`src/rtl/pc_seq_pkg.sv`:
```
package pc_seq_pkg;

    typedef enum logic [2:0] {
        OP_HOLD  = 3'd0,
        OP_INC   = 3'd1,
        OP_JMP   = 3'd2,
        OP_CALL  = 3'd3,
        OP_RET   = 3'd4,
        OP_FAULT = 3'd5
    } seq_op_e;

    typedef struct packed {
        logic adv;
        logic jmp;
        logic call;
        logic ret;
    } seq_req_t;

    // Priority: blocked cycle, stack error, return, call, jump, advance.
    function automatic seq_op_e pick_op(input logic blocked,
                                        input logic depth,
                                        input seq_req_t r);
        seq_op_e op;
        if (blocked)
            op = OP_HOLD;
        else if (r.ret)
            op = depth ? OP_RET : OP_FAULT;
        else if (r.call)
            op = depth ? OP_FAULT : OP_CALL;
        else if (r.jmp)
            op = OP_JMP;
        else if (r.adv)
            op = OP_INC;
        else
            op = OP_HOLD;
        return op;
    endfunction

endpackage

```
`src/rtl/pc_seq_decode.sv`:
```
module pc_seq_decode
    import pc_seq_pkg::*;
(
    input  logic     blocked,
    input  logic     depth,
    input  seq_req_t req,
    output seq_op_e  op
);
    always_comb op = pick_op(blocked, depth, req);
endmodule

```
`src/rtl/pc_seq_counter.sv`:
```
module pc_seq_counter
    import pc_seq_pkg::*;
#(
    parameter int AW = 11,
    parameter int LW = 2
) (
    input  logic          clk,
    input  logic          rst,
    input  seq_op_e       op,
    input  logic [LW-1:0] ilen,
    input  logic [AW-1:0] target,
    input  logic [AW-1:0] ras,
    output logic [AW-1:0] pc_q,
    output logic [AW-1:0] pc_plus
);
    logic [AW-1:0] pc_d;

    always_comb pc_plus = pc_q + AW'(ilen);

    always_comb begin
        unique case (op)
            OP_INC:           pc_d = pc_plus;
            OP_JMP, OP_CALL:  pc_d = target;
            OP_RET:           pc_d = ras;
            OP_FAULT:         pc_d = '0;
            default:          pc_d = pc_q;
        endcase
    end

    always_ff @(posedge clk) begin
        if (rst) pc_q <= '0;
        else     pc_q <= pc_d;
    end
endmodule

```
`src/rtl/pc_seq_stack.sv`:
```
module pc_seq_stack
    import pc_seq_pkg::*;
#(
    parameter int AW = 11,
    parameter int DW = 8,
    parameter logic [AW-DW-1:0] HI_FILL = '1
) (
    input  logic          clk,
    input  logic          rst,
    input  seq_op_e       op,
    input  logic [AW-1:0] save_val,
    input  logic          alias_wr,
    input  logic [DW-1:0] alias_wdata,
    output logic          depth_q,
    output logic          fault_q,
    output logic [AW-1:0] ras_q
);
    // Depth flag and one-cycle reset request.
    always_ff @(posedge clk) begin
        if (rst) begin
            depth_q <= 1'b0;
            fault_q <= 1'b0;
        end else begin
            fault_q <= (op == OP_FAULT);
            unique case (op)
                OP_CALL:          depth_q <= 1'b1;
                OP_RET, OP_FAULT: depth_q <= 1'b0;
                default:          depth_q <= depth_q;
            endcase
        end
    end

    // Return register: outside reset on purpose.
    always_ff @(posedge clk) begin
        if (op == OP_CALL)
            ras_q <= save_val;
        else if (alias_wr)
            ras_q <= {HI_FILL, alias_wdata};
    end
endmodule

```
`src/rtl/pc_seq.sv`:
```
module pc_seq
    import pc_seq_pkg::*;
#(
    parameter int AW = 11,
    parameter int LW = 2,
    parameter int DW = 8,
    parameter logic [AW-DW-1:0] HI_FILL = '1
) (
    input  logic          clk,
    input  logic          rst,
    input  logic          adv,
    input  logic [LW-1:0] ilen,
    input  logic          jmp,
    input  logic          call,
    input  logic          ret,
    input  logic [AW-1:0] target,
    input  logic          dm_sel,
    input  logic          dm_we,
    input  logic [DW-1:0] dm_wdata,
    output logic [DW-1:0] dm_rdata,
    output logic [AW-1:0] pc,
    output logic          sp,
    output logic          rst_req
);
    seq_req_t      req;
    seq_op_e       op;
    logic [AW-1:0] pc_plus;
    logic [AW-1:0] ras_q;
    logic          depth_q;
    logic          fault_q;

    always_comb begin
        req.adv  = adv;
        req.jmp  = jmp;
        req.call = call;
        req.ret  = ret;
    end

    pc_seq_decode u_dec (
        .blocked (fault_q),
        .depth   (depth_q),
        .req     (req),
        .op      (op)
    );

    pc_seq_counter #(.AW(AW), .LW(LW)) u_cnt (
        .clk     (clk),
        .rst     (rst),
        .op      (op),
        .ilen    (ilen),
        .target  (target),
        .ras     (ras_q),
        .pc_q    (pc),
        .pc_plus (pc_plus)
    );

    pc_seq_stack #(.AW(AW), .DW(DW), .HI_FILL(HI_FILL)) u_stk (
        .clk         (clk),
        .rst         (rst),
        .op          (op),
        .save_val    (pc_plus),
        .alias_wr    (dm_sel & dm_we),
        .alias_wdata (dm_wdata),
        .depth_q     (depth_q),
        .fault_q     (fault_q),
        .ras_q       (ras_q)
    );

    always_comb begin
        sp       = depth_q;
        rst_req  = fault_q;
        dm_rdata = ras_q[DW-1:0];
    end
endmodule

```
`config.mk`:
```
export PLATFORM = sky130hd
export DESIGN_NAME = pc_seq
export DESIGN_NICKNAME = d
export VERILOG_FILES = /design/src/rtl/pc_seq_pkg.sv /design/src/rtl/pc_seq_decode.sv /design/src/rtl/pc_seq_counter.sv /design/src/rtl/pc_seq_stack.sv /design/src/rtl/pc_seq.sv
export SDC_FILE = /design/constraint.sdc
export NUM_CORES = 1
export LEC_CHECK = 0
export BUFFER_PORTS_ARGS = -buffer_cell sky130_fd_sc_hd__buf_2
export CELL_PAD_IN_SITES_DETAIL_PLACEMENT = 1
export CELL_PAD_IN_SITES_GLOBAL_PLACEMENT = 1
export CORE_ASPECT_RATIO = 0.6
export CORE_UTILIZATION = 40
export DETAILED_ROUTE_END_ITERATION = 7
export PLACE_DENSITY_LB_ADDON = 0.1
export SETUP_SLACK_MARGIN = 0.2
export SLEW_MARGIN = 20
export SYNTH_ARGS = -nofsm -noshare
export SYNTH_HDL_FRONTEND = slang
export SYNTH_SLANG_ARGS = --single-unit
```
`constraint.sdc`:
```
create_clock -name clk -period 3.7 [get_ports clk]
set_input_delay 0.555 -clock clk [delete_from_list [all_inputs] [get_ports clk]]
set_output_delay 0.555 -clock clk [all_outputs]
set_load 0.01 [all_outputs]
```
Word-level counts from Yosys, hierarchy flattened

Cells that the tools add are included.

Flip-flop bits (word level): 24
Logic and storage cells: 27

Reductions and logical operators: 5
Add/subtract/negate cells: 1
Bitwise gates (word level): 1
Eq/ne operators: 5
Mux-type cells: 11

Operators with widths:

| kind               | number |
|---|---|
| $pmux 11 s4        | 1 |
| $mux 11            | 2 |
| $mux 3             | 5 |
| $add 11x2->11      | 1 |
| $eq 3x2->1 const B | 2 |
| $eq 3x3->1 const B | 2 |
| $reduce_bool 2->1  | 2 |
| $reduce_bool 4->1  | 1 |
| $reduce_or 2->1    | 2 |
| $eq 3x1->1 const B | 1 |
| $mux 1             | 2 |
| $pmux 1 s2         | 1 |
| $and 1x1->1        | 1 |

Logic depth before layout (Yosys ltp)

Word-level depth: 8
Depth in mapped cells: 7
Mapped depth without buffers: 6

Cells and area by module

Synthesis repeated with hierarchy kept, for this count alone.

Cell total of the unflattened synthesis: 157
Area total of the unflattened synthesis: 1557.7 µm²

By module, submodules not included:

| module         | area each (µm²) | instances | cells each |
|---|---|---|---|
| pc_seq_counter | 934.6           | 1         | 117 |
| pc_seq_stack   | 548.0           | 1         | 31 |
| pc_seq_decode  | 68.8            | 1         | 8 |
| pc_seq         | 6.3             | 1         | 1 |

Worst setup path after synthesis

No wires, ideal clock.

Path kind: in2reg
Start: input port ilen[0]
End: register u_cnt.pc_q[8]
Arrival time: 1.974 ns
Cell stages on the path: 6
Path buffers: 1
Path slack: 1.612 ns
Cells stage by stage: ha_1 -> fa_1 -> clkbuf_1 -> and4_1 -> nor3b_1 -> a2111oi_0

Longest elaborated chain between the ends: 2

RTL lines:

| what                   | RTL line             | RTL |
|---|---|---|
| start: declaration     | pc_seq.sv:12         | `input logic [LW-1:0] ilen,` |
| $add 11x2->11          | pc_seq_counter.sv:18 | `always_comb pc_plus = pc_q + AW'(ilen);` |
| $pmux 11 s4            | pc_seq_counter.sv:21 | `unique case (op)` |
| end signal: assignment | pc_seq_counter.sv:32 | `else pc_q <= pc_d;` |
| end: declaration       | pc_seq_counter.sv:13 | `output logic [AW-1:0] pc_q,` |

No other way between the ends.
A chain may end at the register's enable or synchronous reset.

Worst setup path in the final report

Ends and elaborated chain as after synthesis.

==> results by group <==
Die
  – Num rows: 17
  – Die height: 50.5 um
  – Die W: 82.9 um
  – Top Ports: 50
  – Total die area: 4190 sq um
  – Starting Density: 0.424
  – Core region area: 3700 sq um

Setup path
  – Crit end category: register
  – Critical path class: primary input to register
  – Crit Path Max Fanout: 8
  – Crit path DAT: 2.23 ns
  – CP Buf/Inv Count: 1
  – Top delay family on crit path: adder cells
  – Setup crit start kind: primary input
  – Worst stage delay on the critical path: 0.52 ns
  – Slowest cell on the critical path: fa_1
  – Critical path data required time: 3.86 ns
  – Flop2flop setup slack: 1.68 ns
  – Crit-path cells: buf_2 > ha_1 > fa_1 > and4_1 > nor3b_1 > a2111oi_0

Outcome
  – Status: completed

STA
  – Max-slew headroom: 0.424
  – Min cycle time layout: 2.07 ns
  – RSZ-0062 raised after global routing: false
  – Setup WS post-layout: 1.63 ns
  – Final Hold Fails: 0
  – Final Skew: 0.00306 ns
  – Period Utilization, post-route: 0.560
  – Setup TNS: 0 ns
  – Max Clk Rate: 0.483 GHz
  – Max-slew violations: 0
  – Finish-stage setup viols: 0
  – Worst hold margin: 0.551 ns
  – Worst-margin pin slew: 0.860 ns

Yosys
  – Area leader, netlist: edfxtp_1
  – Register area share after synthesis: 0.376
  – Synth Warn #: 0
  – Largest family of logic cells by synthesized area: compound AO/OA/AOI/OAI gates
  – Mapped Area: 1570 sq um
  – Synth Area in Compound Gates: 0.222
  – FFs w/ async S/R, synth: 0
  – Mux contribution to synthesized area: 0.0279
  – Syn Inst Count: 175
  – Post-synth EDFFs: 11
  – Synth area leaders: edfxtp_1, dfxtp_1, a21oi_1
  – Post-Syn Nets: 207
  – Seq cells post-synth: 24
  – Post-synthesis average cell area: 8.97 sq um
  – Area fraction in and, or, nand and nor cells after synthesis: 0.208
  – Post-Synth XOR/XNOR Area: 0.0502
  – Main synth FF type: dfxtp_1
  – Number of library cell types mapped by synthesis: 50
  – Adder-Cell Fraction of Synth Area: 0.0287
  – Post-synth top area share: 0.211

Detailed routing
  – Vias post-DR: 1507
  – Routed Antenna Nets: 0
  – DRC Markers: 0
  – WL/cell: 18.4 um
  – Drt via density: 5.91
  – Post-Route WL: 4.68 mm
  – Drt pass-1 iters: 4
  – DRT iter0 DRCs: 73

GRT
  – Initial antenna violation count: 0
  – Tot GR Track Use: 0.241
  – First-pass GRT wire length: 7.71 mm
  – Vias in the first global route: 1513
  – Largest net degree at the start of global routing: 20
  – Gr ovfl total: 0

Place
  – Hpwl dp: 3.42 mm
  – Port Buffers: 49
  – DP Cell Count: 251
  – Setup WS pre-CTS: 1.38 ns
  – GPL Wtd Cong: 0.862

Clock tree
  – Num Clock Sinks: 24
  – Clock slew at reported path FFs: 0.09 ns
  – CTS tree: yes
  – Clk_lat worst skew: 0.27 ns
  – Inserted Clock Buffers: 3
  – CTS resizes: 0
  – Hold_buf cts: 0
  – Post-CTS setup buffer count: 0
  – Htree depth: 1
  – Clk root buf: clkbuf_8
  – CTS max path bufs: 2

Flow run
  – Max Cap Viol: 0

Cells and area
  – Layout cells sized above 1: 0.293
  – Most frequent cells in the layout: buf_2, nor2_1, a21oi_1, dfxtp_1, edfxtp_1
  – Layout Nets: 241
  – Commonest non-fill, non-tap cell in the layout: buf_2
  – Syn-to-layout area delta: 15.1%
  – Ant diodes: 0
  – Layout Cells excl Fill: 255

Pwr
  – Power Density: 355 nW/um^2
  – Tot Pwr: 640 uW
  – Lkg Pwr: 0.000703 uW
  – Max rail drop VDD: 0.000281 V

Hold path
  – Hold WC Path Type: register to register
worst min-delay path, delay by kind of cell (launching register included):
kind	cells	cell delay, ns
buf+inv	1	0.08
flops	1	0.36
compound gates	1	0.07
per-layer routing:
layer / GRT usage / part of all wire / up-vias
met4: 0.0632 / 0.0049 / 0
met5: 0 / 0 / -
met3: 0.0740 / 0.060 / 4
met2: 0.366 / 0.43 / 42
li1: - / - / 719
met1: 0.334 / 0.51 / 742
worst paths after layout:
check | start | end | cells after the start
setup / recovery | ilen[0] | u_cnt.pc_q[8] | 6
hold / removal | u_cnt.pc_q[9] | u_cnt.pc_q[9] | 2
setup reg to reg | u_cnt.pc_q[0] | u_cnt.pc_q[8] | 5
hold reg to reg | u_cnt.pc_q[9] | u_cnt.pc_q[9] | 2
stage by stage:
stage | utilization | area (sq um)
after floorplan | - | 1570
after global placement | 0.476 | 1760
after detailed placement | 0.476 | 1760
after CTS | 0.488 | 1810
after global routing | 0.488 | 1810
final | 0.488 | 1810
report_power, final:
part	internal (uW)	switching, uW	total [uW]
registers	302	27.6	330
clock network	74.6	93.1	168
logic	61.6	80.9	143
synth_stat cells (3+ instances only):
cell type,count
mux2_2,3
a21oi_1,13
a31oi_1,3
nand3_1,7
dfxtp_1,13
edfxtp_1,11
and4_1,3
a2111oi_0,3
o21ai_0,4
nor3_1,5
clkbuf_1,9
xnor2_1,5
a22oi_1,3
nand2b_1,4
inv_1,4
nand2_1,10
buf_4,8
nor3b_1,3
buf_2,3
nor2_1,14
a221oi_1,5
xor2_1,4
kinds of logic (layout without fill, tap and decap cells):
logic type / count (synthesis) / in the layout
AO/OA/AOI/OAI: 50 / 50
flip-flops: 24 / 24
adder cells (fa/ha/maj): 3 / 3
buffers and inverters: 25 / 58
AND/OR/NAND/NOR: 60 / 60
XOR/XNOR: 9 / 9
multiplexers: 4 / 4
state kept, by name, summed over array words and instances, names as in the netlist:
register / flops
u_stk.fault_q: 1
u_cnt.pc_q: 11
u_stk.depth_q: 1
u_stk.ras_q: 11
final cells by class:
cell class / count / area, sq um
Fill cell: 454 / 1900
Multi-Input combinational cell: 126 / 843
Sequential cell: 24 / 591
Timing Repair Buffer: 50 / 253
Tap cell: 47 / 58.8
Clock buffer: 3 / 41.3
Inverter: 4 / 15.0
Clock inverter: 1 / 3.75
(Power assumes the default switching activity.)
